File: src/rtl/rrs_pkg.sv
package rrs_pkg;

  // Strobes from the tag control to the value datapath
  typedef struct packed {
    logic bypassA;  // first source is served from the broadcast bus
    logic bypassB;  // second source is served from the broadcast bus
  } rrsStrobe_t;

endpackage

File: src/rtl/rrs_tag_ctrl.sv
module rrs_tag_ctrl
  import rrs_pkg::*;
#(
  parameter int NUM_REGS = 16,
  parameter int TAG_W    = 4,
  parameter int IDX_W    = $clog2(NUM_REGS)
) (
  input  logic                clk,
  input  logic                rstN,
  input  logic                issueValid,
  input  logic [IDX_W-1:0]    issueDst,
  input  logic [IDX_W-1:0]    issueSrcA,
  input  logic [IDX_W-1:0]    issueSrcB,
  input  logic [TAG_W-1:0]    issueTag,
  input  logic                bcastValid,
  input  logic [TAG_W-1:0]    bcastTag,
  output logic [TAG_W-1:0]    srcATag,
  output logic [TAG_W-1:0]    srcBTag,
  output logic [NUM_REGS-1:0] wrEn,
  output rrsStrobe_t          strobe
);

  logic [TAG_W-1:0]    statusTab [NUM_REGS];
  logic [NUM_REGS-1:0] matchVec;
  logic [NUM_REGS-1:0] issueHit;
  logic                bcastLive;

  // Tag zero is blank and never names a producer
  assign bcastLive = bcastValid && (bcastTag != '0);

  genvar g;
  generate
    for (g = 0; g < NUM_REGS; g++) begin : gen_status
      assign matchVec[g] = bcastLive && (statusTab[g] == bcastTag);
      assign issueHit[g] = issueValid && (issueDst == IDX_W'(g));

      // The new issue tag takes precedence over a clearing broadcast
      always_ff @(posedge clk) begin
        if (!rstN)            statusTab[g] <= '0;
        else if (issueHit[g]) statusTab[g] <= issueTag;
        else if (matchVec[g]) statusTab[g] <= '0;
      end

      assert_tag_recorded_R4: assert property (@(posedge clk) disable iff (!rstN)
        (issueHit[g] && !matchVec[g]) |=> (statusTab[g] == $past(issueTag)));

      assert_match_clears_R5: assert property (@(posedge clk) disable iff (!rstN)
        (matchVec[g] && !issueHit[g]) |=> (statusTab[g] == '0));

      assert_stale_kept_R6: assert property (@(posedge clk) disable iff (!rstN)
        (!matchVec[g] && !issueHit[g]) |=> $stable(statusTab[g]));

      assert_issue_wins_R8: assert property (@(posedge clk) disable iff (!rstN)
        (matchVec[g] && issueHit[g]) |=> (statusTab[g] == $past(issueTag)));
    end
  endgenerate

  assign wrEn = matchVec;

  // Lookup uses the state before this cycle's update, with bypass
  logic [TAG_W-1:0] rawA, rawB;
  assign rawA = statusTab[issueSrcA];
  assign rawB = statusTab[issueSrcB];

  always_comb begin
    strobe.bypassA = matchVec[issueSrcA];
    strobe.bypassB = matchVec[issueSrcB];
    srcATag        = strobe.bypassA ? '0 : rawA;
    srcBTag        = strobe.bypassB ? '0 : rawB;
  end

  assert_issue_tag_nonblank_R4: assert property (@(posedge clk) disable iff (!rstN)
    issueValid |-> (issueTag != '0));

endmodule

File: src/rtl/rrs_value_dp.sv
module rrs_value_dp
  import rrs_pkg::*;
#(
  parameter int NUM_REGS = 16,
  parameter int DATA_W   = 64,
  parameter int TAG_W    = 4,
  parameter int IDX_W    = $clog2(NUM_REGS)
) (
  input  logic                clk,
  input  logic                rstN,
  input  logic [NUM_REGS-1:0] wrEn,
  input  rrsStrobe_t          strobe,
  input  logic [DATA_W-1:0]   bcastData,
  input  logic [IDX_W-1:0]    issueSrcA,
  input  logic [IDX_W-1:0]    issueSrcB,
  input  logic [TAG_W-1:0]    srcATag,
  input  logic [TAG_W-1:0]    srcBTag,
  output logic [DATA_W-1:0]   srcAValue,
  output logic [DATA_W-1:0]   srcBValue
);

  logic [DATA_W-1:0] valueTab [NUM_REGS];

  genvar g;
  generate
    for (g = 0; g < NUM_REGS; g++) begin : gen_value
      always_ff @(posedge clk) begin
        if (!rstN)         valueTab[g] <= '0;
        else if (wrEn[g])  valueTab[g] <= bcastData;
      end

      assert_value_written_R5: assert property (@(posedge clk) disable iff (!rstN)
        wrEn[g] |=> (valueTab[g] == $past(bcastData)));

      assert_value_held_R6: assert property (@(posedge clk) disable iff (!rstN)
        !wrEn[g] |=> $stable(valueTab[g]));
    end
  endgenerate

  always_comb begin
    if (strobe.bypassA)      srcAValue = bcastData;
    else if (srcATag != '0)  srcAValue = '0;
    else                     srcAValue = valueTab[issueSrcA];

    if (strobe.bypassB)      srcBValue = bcastData;
    else if (srcBTag != '0)  srcBValue = '0;
    else                     srcBValue = valueTab[issueSrcB];
  end

  // A tag names at most one register, so a broadcast writes at most one
  assert_single_write_R11: assert property (@(posedge clk) disable iff (!rstN)
    $onehot0(wrEn));

  assert_pending_zero_R3: assert property (@(posedge clk) disable iff (!rstN)
    (srcATag != '0) |-> (srcAValue == '0));

endmodule

File: src/rtl/rrs_rename_table.sv
module rrs_rename_table
  import rrs_pkg::*;
#(
  parameter int NUM_REGS = 16,
  parameter int DATA_W   = 64,
  parameter int TAG_W    = 4,
  localparam int IDX_W   = $clog2(NUM_REGS)
) (
  input  logic              clk,
  input  logic              rstN,
  input  logic              issueValid,
  input  logic [IDX_W-1:0]  issueDst,
  input  logic [IDX_W-1:0]  issueSrcA,
  input  logic [IDX_W-1:0]  issueSrcB,
  input  logic [TAG_W-1:0]  issueTag,
  input  logic              bcastValid,
  input  logic [TAG_W-1:0]  bcastTag,
  input  logic [DATA_W-1:0] bcastData,
  output logic [DATA_W-1:0] srcAValue,
  output logic [TAG_W-1:0]  srcATag,
  output logic [DATA_W-1:0] srcBValue,
  output logic [TAG_W-1:0]  srcBTag
);

  logic [NUM_REGS-1:0] wrEn;
  rrsStrobe_t          strobe;

  rrs_tag_ctrl #(
    .NUM_REGS (NUM_REGS),
    .TAG_W    (TAG_W),
    .IDX_W    (IDX_W)
  ) i_ctrl (
    .clk        (clk),
    .rstN       (rstN),
    .issueValid (issueValid),
    .issueDst   (issueDst),
    .issueSrcA  (issueSrcA),
    .issueSrcB  (issueSrcB),
    .issueTag   (issueTag),
    .bcastValid (bcastValid),
    .bcastTag   (bcastTag),
    .srcATag    (srcATag),
    .srcBTag    (srcBTag),
    .wrEn       (wrEn),
    .strobe     (strobe)
  );

  rrs_value_dp #(
    .NUM_REGS (NUM_REGS),
    .DATA_W   (DATA_W),
    .TAG_W    (TAG_W),
    .IDX_W    (IDX_W)
  ) i_dp (
    .clk       (clk),
    .rstN      (rstN),
    .wrEn      (wrEn),
    .strobe    (strobe),
    .bcastData (bcastData),
    .issueSrcA (issueSrcA),
    .issueSrcB (issueSrcB),
    .srcATag   (srcATag),
    .srcBTag   (srcBTag),
    .srcAValue (srcAValue),
    .srcBValue (srcBValue)
  );

endmodule

File: config.mk
export PLATFORM = sky130hd
export DESIGN_NAME = rrs_rename_table
export DESIGN_NICKNAME = d
export VERILOG_FILES = /design/src/rtl/rrs_pkg.sv /design/src/rtl/rrs_tag_ctrl.sv /design/src/rtl/rrs_value_dp.sv /design/src/rtl/rrs_rename_table.sv
export SDC_FILE = /design/constraint.sdc
export NUM_CORES = 2
export LEC_CHECK = 0
export BUFFER_PORTS_ARGS = -buffer_cell sky130_fd_sc_hd__buf_2
export CAP_MARGIN = 30
export CORE_MARGIN = 3
export CORE_UTILIZATION = 23
export DETAILED_ROUTE_END_ITERATION = 10
export HOLD_SLACK_MARGIN = 0.06
export PLACE_DENSITY = 0.41
export SKIP_LAST_GASP = 1
export SLEW_MARGIN = 0
export SYNTH_ARGS = -nofsm -noshare
export SYNTH_HDL_FRONTEND = slang
export SYNTH_HIERARCHICAL = 1
export SYNTH_SLANG_ARGS = --single-unit
File: constraint.sdc
create_clock -name clk -period 6.8 [get_ports clk]
set_input_delay 1.36 -clock clk [delete_from_list [all_inputs] [get_ports clk]]
set_output_delay 1.36 -clock clk [all_outputs]
set_load 0.02 [all_outputs]
# == Yosys cells after proc, flatten, opt, wreduce, memory -nomap -nowiden ==
# Memory sizes are Yosys's and may differ from the RTL's.
# Index checks and enable logic that the tools add are counted.
# Widths: inputs -> output; s select.
# word_totals
mem_count,2
out_inout_bits,136
regBits,0
word_cells,323
ram_bits,1088
# memory_table
name,words,width,rd,rd_ports_with_merged_regs,write_ports,line_no,rtl
i_dp.valueTab,16,64,2,0,16,rrs_value_dp.sv:22,logic [DATA_W-1:0] valueTab [NUM_REGS];
i_ctrl.statusTab,16,4,18,0,16,rrs_tag_ctrl.sv:23,logic [TAG_W-1:0] statusTab [NUM_REGS];
# op_classes
n_reduce_logical,37
n_lt_le_gt_ge,2
n_eq_ne,31
mux,203
bitwise,48
# op_table
op,count
$mux 64,20
$mux 1,147
$mux 4,34
$eq 4x4->1,16
$or 1x1->1,48
$logic_and 1x1->1,33
$eq 4x4->1 const B,8
$eq 4x3->1 const B,4
$reduce_bool 4->1,3
$lt 4x5->1 const B,2
$bmux 1 s4,2
$eq 4x2->1 const B,2
$eq 4x1->1 const B,1
$logic_not 4->1,1

# == Depth between registers and ports, before layout ==
# depth
ltp_word,9
depth_mapped,14
depth_no_buf,10

# == Cells and area by module ==
# Netlist, hierarchy kept.
# modules_own_cells
mod,cells_per_inst,instances,area_per_inst_um2
rrs_value_dp,3877,1,55524.5
rrs_tag_ctrl,403,1,4929.7

# == Least setup slack after synthesis ==
# No wires, ideal clock.
# synth_path
path_kind,input port to output port
start,input port bcastTag[1]
end,output port srcBValue[56]
arrival_time_ps,4509
cell_stages,12
setup_slack_ps,931
n_path_buf,2
t_required_ps,5440
path_cell_list,buf_6 -> xor2_1 -> nor4_2 -> mux4_2 -> a221oi_2 -> a2111oi_4 -> a211oi_2 -> or4_1 -> nor3_2 -> clkbuf_1 -> o211ai_1 -> nand2_1
# synth_rtl
element,line_no,rtl
start: declaration,rrs_rename_table.sv:17,"input logic [TAG_W-1:0] bcastTag,"
end: declaration,rrs_rename_table.sv:21,"output logic [DATA_W-1:0] srcBValue,"

==> out/qor.txt <==
Finished Layout Cells -> 7852
Worst Setup End Kind -> primary output
Setup Slack @ Placement -> -19.16 ps
crit path launch type -> input port
H-tree levels -> 4
total grt overflow -> 0
R2R depth -> 7
arrival time reported for the critical path endpoint -> 5290 ps
combinational family with the most area after synthesis -> multiplexers
placer congestion estimate -> 0.7794
HPWL Detailed -> 139700 µm
Final ANT Viol Nets -> 0
Mapped Cells -> 4280
dominant cell type by count on the critical path -> sky130_fd_sc_hd__buf_4
endpoint of the worst register-to-register path -> i_dp/valueTab[5][38]$_SDFFCE_PN0P_
I/O pin count -> 224
vias per inst -> 5.249
number of placed instances, taps included -> 7598
drt pass-1 iters -> 5
status -> complete, no violations
skew final -> 30.06 ps
biggest cell delay along the critical path -> 670 ps
number of nets in the finished design -> 4333
number of max-cap violations -> 0
launch instance of the worst min-delay path -> bcastData[62]
compound-cell area share of the yosys netlist -> 5.056%
proportion of synthesized chip area in sequential cells -> 54.04%
starting density of the core -> 23.19%
number of CTS-inserted buffers -> 139
mean instance size in the synthesized netlist -> 14.12 µm²
fraction of synthesized area in multiplexers -> 22.58%
die footprint -> 269000 µm²
Post-Synth Adder-Cell Area -> 0%
ys async rst share -> 0%
maximum number of buffers from clock root to sink -> 3
area share of the largest cell type after synthesis -> 54.04%
sequential fraction of design power -> 45.2%
number of pins exceeding their max-slew limit in the final report -> 0
part of the power in combinational logic -> 15.0%
PnR worst setup slack -> 154.8 ps
switching power summed over all nets -> 4.962 mW
final cell area excluding filler cells -> 69800 µm²
library cell used as clock root buffer -> sky130_fd_sc_hd__clkbuf_16
Layout Area Growth over Synthesis -> 15.46%
placement-stage cell area -> 65600 µm²
top cell family by delay on the critical path -> simple AND/OR/NAND/NOR gates
final wirelength -> 258100 µm
number of global-route vias before repair -> 42855
y dimension of the die -> 518.7 µm
largest net degree at the start of global routing -> 237
Fmax -> 150.5 MHz
overall track demand over capacity in global routing -> 18.67%
switching part of the total -> 28.41%
clock tree from TritonCTS -> built
Leak Pwr -> 28.32 nW
worst-path cell chain -> buf_2 > buf_4 > xnor2_1 > nand4_1 > mux2i_1 > nor3_1 > a2111oi_4 > buf_4 > a211oi_2 > or4_1 > nor3b_2 > buf_4 > buf_12 > a22oi_1 > nand2_1 > buf_2
Critical Path Fanout Max -> 19
FF/Latch Area -> 32670 µm²
count of port buffers added during placement -> 223
area share of xor/xnor cells in the synthesized design -> 0.9272%
most area-consuming cells after synthesis -> sky130_fd_sc_hd__edfxtp_1, sky130_fd_sc_hd__mux4_2, sky130_fd_sc_hd__and3_1
final worst-path cycle share -> 97.72%
routed len/inst -> 32.87 µm
Sinks on Clock Net -> 1088
FP Rows -> 187
RSZ-0062 raised after global routing -> no
post-route DRC violation count -> 0
share of final-layout standard cells stronger than drive strength 1 -> 26.29%
proportion of power drawn by the clock network -> 39.8%
Critical Setup Path Class -> input port to primary output
#FFs+latches synth -> 1088
width of the chip -> 518.7 µm
headroom to the max-slew limit -> 23.30%
synthesized cell area -> 60450 µm²
Post-Syn Nets -> 4368
final-report setup violation count -> 0
Critical Path Slowest Stage Cell -> sky130_fd_sc_hd__or4_1
Unique masters post-synth -> 46
highest ir drop seen on vdd -> 0.0001668 V
Worst-path clk slew -> 60 ps
flip-flop cell with the highest count after synthesis -> sky130_fd_sc_hd__edfxtp_1
EDFF count, synth -> 1088
post-layout power -> 17.47 mW
end point of the worst hold path -> i_dp/valueTab[13][62]$_SDFFCE_PN0P_
overall via count from detail_route -> 41216
number of buffers and inverters on the critical path -> 6
Post-Synth Simple-Gate Area -> 13.53%
total area of multi-input combinational cells -> 25690 µm²
wire length of the first global-routing pass -> 359700 µm
number of warning messages in the yosys log -> 6
worst min-delay path class -> input port to register
worst-case register-to-register setup slack -> 2940 ps
number of cells on the worst hold path -> 2
Critical Path RT -> 5440 ps
worst slew pin tran -> 1151 ps
Fill cells -> 26572
antenna violations before repair -> 39
dominant cell type by area after synthesis -> sky130_fd_sc_hd__edfxtp_1
final-report hold violation count -> 0
core area -> 260600 µm²
total power density per cell area -> 250.2 nW/µm²
source of the worst register-to-register timing path -> i_ctrl/statusTab[5][1]$_SDFFCE_PP0P_
clock latency on the worst-skew pair -> 800 ps
number of buffers inserted by hold repair at cts -> 0
drt initial violations -> 3669
clock period minus worst slack -> 6645 ps
cell-internal power -> 12.50 mW
[kinds of logic after synthesis]
| logic type | Yosys count |
|---|---|
| AO/OA/AOI/OAI | 399 |
| XOR/XNOR | 64 |
| buffers and inverters | 538 |
| flip-flops | 1088 |
| multiplexers | 820 |
| AND/OR/NAND/NOR | 1371 |
[area by class of cell]
class	count	area share, %
diodes	9	0.03227
well taps	3496	6.267
flip-flops and latches	1088	46.81
clock inverters	69	0.7009
clock buffers	174	5.232
repair buffers	360	4.141
inverters	2	0.01076
multi-input cells	2654	36.81
[state kept, by name (all words and copies together) (netlist names)]
| name | flops |
|---|---|
| i_ctrl/statusTab | 64 |
| i_dp/valueTab | 1024 |
[synthesized netlist by cell type (2+ instances only)]
cell type / count
sky130_fd_sc_hd__edfxtp_1: 1088
sky130_fd_sc_hd__and3_1: 1024
sky130_fd_sc_hd__mux4_2: 422
sky130_fd_sc_hd__clkbuf_1: 401
sky130_fd_sc_hd__mux2i_1: 270
sky130_fd_sc_hd__a22oi_1: 234
sky130_fd_sc_hd__nand2_1: 151
sky130_fd_sc_hd__mux2_2: 128
sky130_fd_sc_hd__o211ai_1: 126
sky130_fd_sc_hd__buf_2: 91
sky130_fd_sc_hd__and2_1: 77
sky130_fd_sc_hd__xnor2_1: 32
sky130_fd_sc_hd__xor2_1: 32
sky130_fd_sc_hd__nor2_1: 27
sky130_fd_sc_hd__buf_6: 25
sky130_fd_sc_hd__nand3_1: 24
sky130_fd_sc_hd__nand2b_1: 18
sky130_fd_sc_hd__buf_1: 14
sky130_fd_sc_hd__nand4_1: 9
sky130_fd_sc_hd__nor4_2: 8
sky130_fd_sc_hd__o21ai_0: 8
sky130_fd_sc_hd__o221ai_1: 8
sky130_fd_sc_hd__or2_1: 8
sky130_fd_sc_hd__o22ai_1: 7
sky130_fd_sc_hd__nor2b_1: 6
sky130_fd_sc_hd__buf_4: 5
sky130_fd_sc_hd__a211oi_1: 4
sky130_fd_sc_hd__a211oi_2: 4
sky130_fd_sc_hd__nand3b_1: 3
sky130_fd_sc_hd__nor3_1: 3
sky130_fd_sc_hd__inv_1: 2
sky130_fd_sc_hd__nand4b_1: 2
sky130_fd_sc_hd__nor3_2: 2
sky130_fd_sc_hd__nor3b_1: 2
sky130_fd_sc_hd__o211a_1: 2
sky130_fd_sc_hd__or2_2: 2
sky130_fd_sc_hd__or4_1: 2
[worst max-delay path by stage]
stage	start	endpoint	slack, ps	cells past startpoint
2_1_floorplan	bcastTag[1]	srcBValue[56]	930	12
3_3_place_gp	bcastTag[0]	srcBValue[33]	-20	15
3_5_place_dp	bcastTag[2]	srcBValue[33]	-20	15
4_1_cts	bcastTag[2]	srcBValue[33]	40	15
5_1_grt	bcastTag[0]	srcAValue[38]	7	16
6_report	bcastTag[0]	srcBValue[33]	150	16
[layout by cell type (no fill, tap or decap), types with 9 or more instances in the layout]
cell and n:
sky130_fd_sc_hd__and2_1 66, sky130_fd_sc_hd__clkinv_2 15, sky130_fd_sc_hd__buf_12 46, sky130_fd_sc_hd__mux2i_1 270, sky130_fd_sc_hd__xnor2_1 32, sky130_fd_sc_hd__nor2_1 19
sky130_fd_sc_hd__a22oi_1 234, sky130_fd_sc_hd__edfxtp_1 1088, sky130_fd_sc_hd__mux2_2 128, sky130_fd_sc_hd__clkinv_1 37, sky130_fd_sc_hd__xor2_1 32, sky130_fd_sc_hd__clkbuf_16 141
sky130_fd_sc_hd__nand3_1 24, sky130_fd_sc_hd__nand2b_4 16, sky130_fd_sc_hd__and3_1 1024, sky130_fd_sc_hd__buf_4 86, sky130_fd_sc_hd__clkbuf_1 33, sky130_fd_sc_hd__o211ai_1 126
sky130_fd_sc_hd__diode_2 9, sky130_fd_sc_hd__mux4_2 422, sky130_fd_sc_hd__nand2_1 151, sky130_fd_sc_hd__buf_2 216, sky130_fd_sc_hd__and2_4 11, sky130_fd_sc_hd__nand4_1 9
[metal layers]
metal  GRT usage [%]  vias up  part of all wire [%]
met2           31.26     1458                    48
met3           3.036      344                   5.3
met1           24.89    22286                    44
met4           5.161       16                   2.7
li1                -    17112                     -
met5               0        -                 0.039
[power by group through the flow]
| stage | Clock (mW) | Sequential [mW] | Combinational, mW |
|---|---|---|---|
| after floorplan | 0 | 7.98 | 1.47 |
| after global placement | 0 | 8.02 | 2.65 |
| after detailed placement | 0 | 8.03 | 2.65 |
| after CTS | 7.11 | 7.89 | 2.65 |
| after global routing | 7.37 | 7.93 | 2.74 |
| final | 6.95 | 7.90 | 2.62 |
[worst register-to-register path: cells and delay by family (launching register included)]
kind          cells  cell delay (ps)
xor+xnor          1              170
buf+inv           3             1640
flops             1              450
simple gates      3             1120
[metrics by stage]
stage / utilization (%) / hold WS, ps / setup TNS (ps)
4_1_cts: 26.76 / 1028 / 0
2_1_floorplan: - / 930.5 / 0
3_5_place_dp: 25.17 / 1151 / -19.16
5_1_grt: 26.78 / 1051 / 0
6_report: 26.78 / 1108 / 0
3_3_place_gp: 25.12 / 1155 / -19.08
[timing repair]
item | CTS | global route
pin swaps | 1 | 1
setup buffers | 0 | 1
resized for setup | 0 | 1
endpoints found under the setup margin | 1 | 3
(Power assumes the default switching activity.)
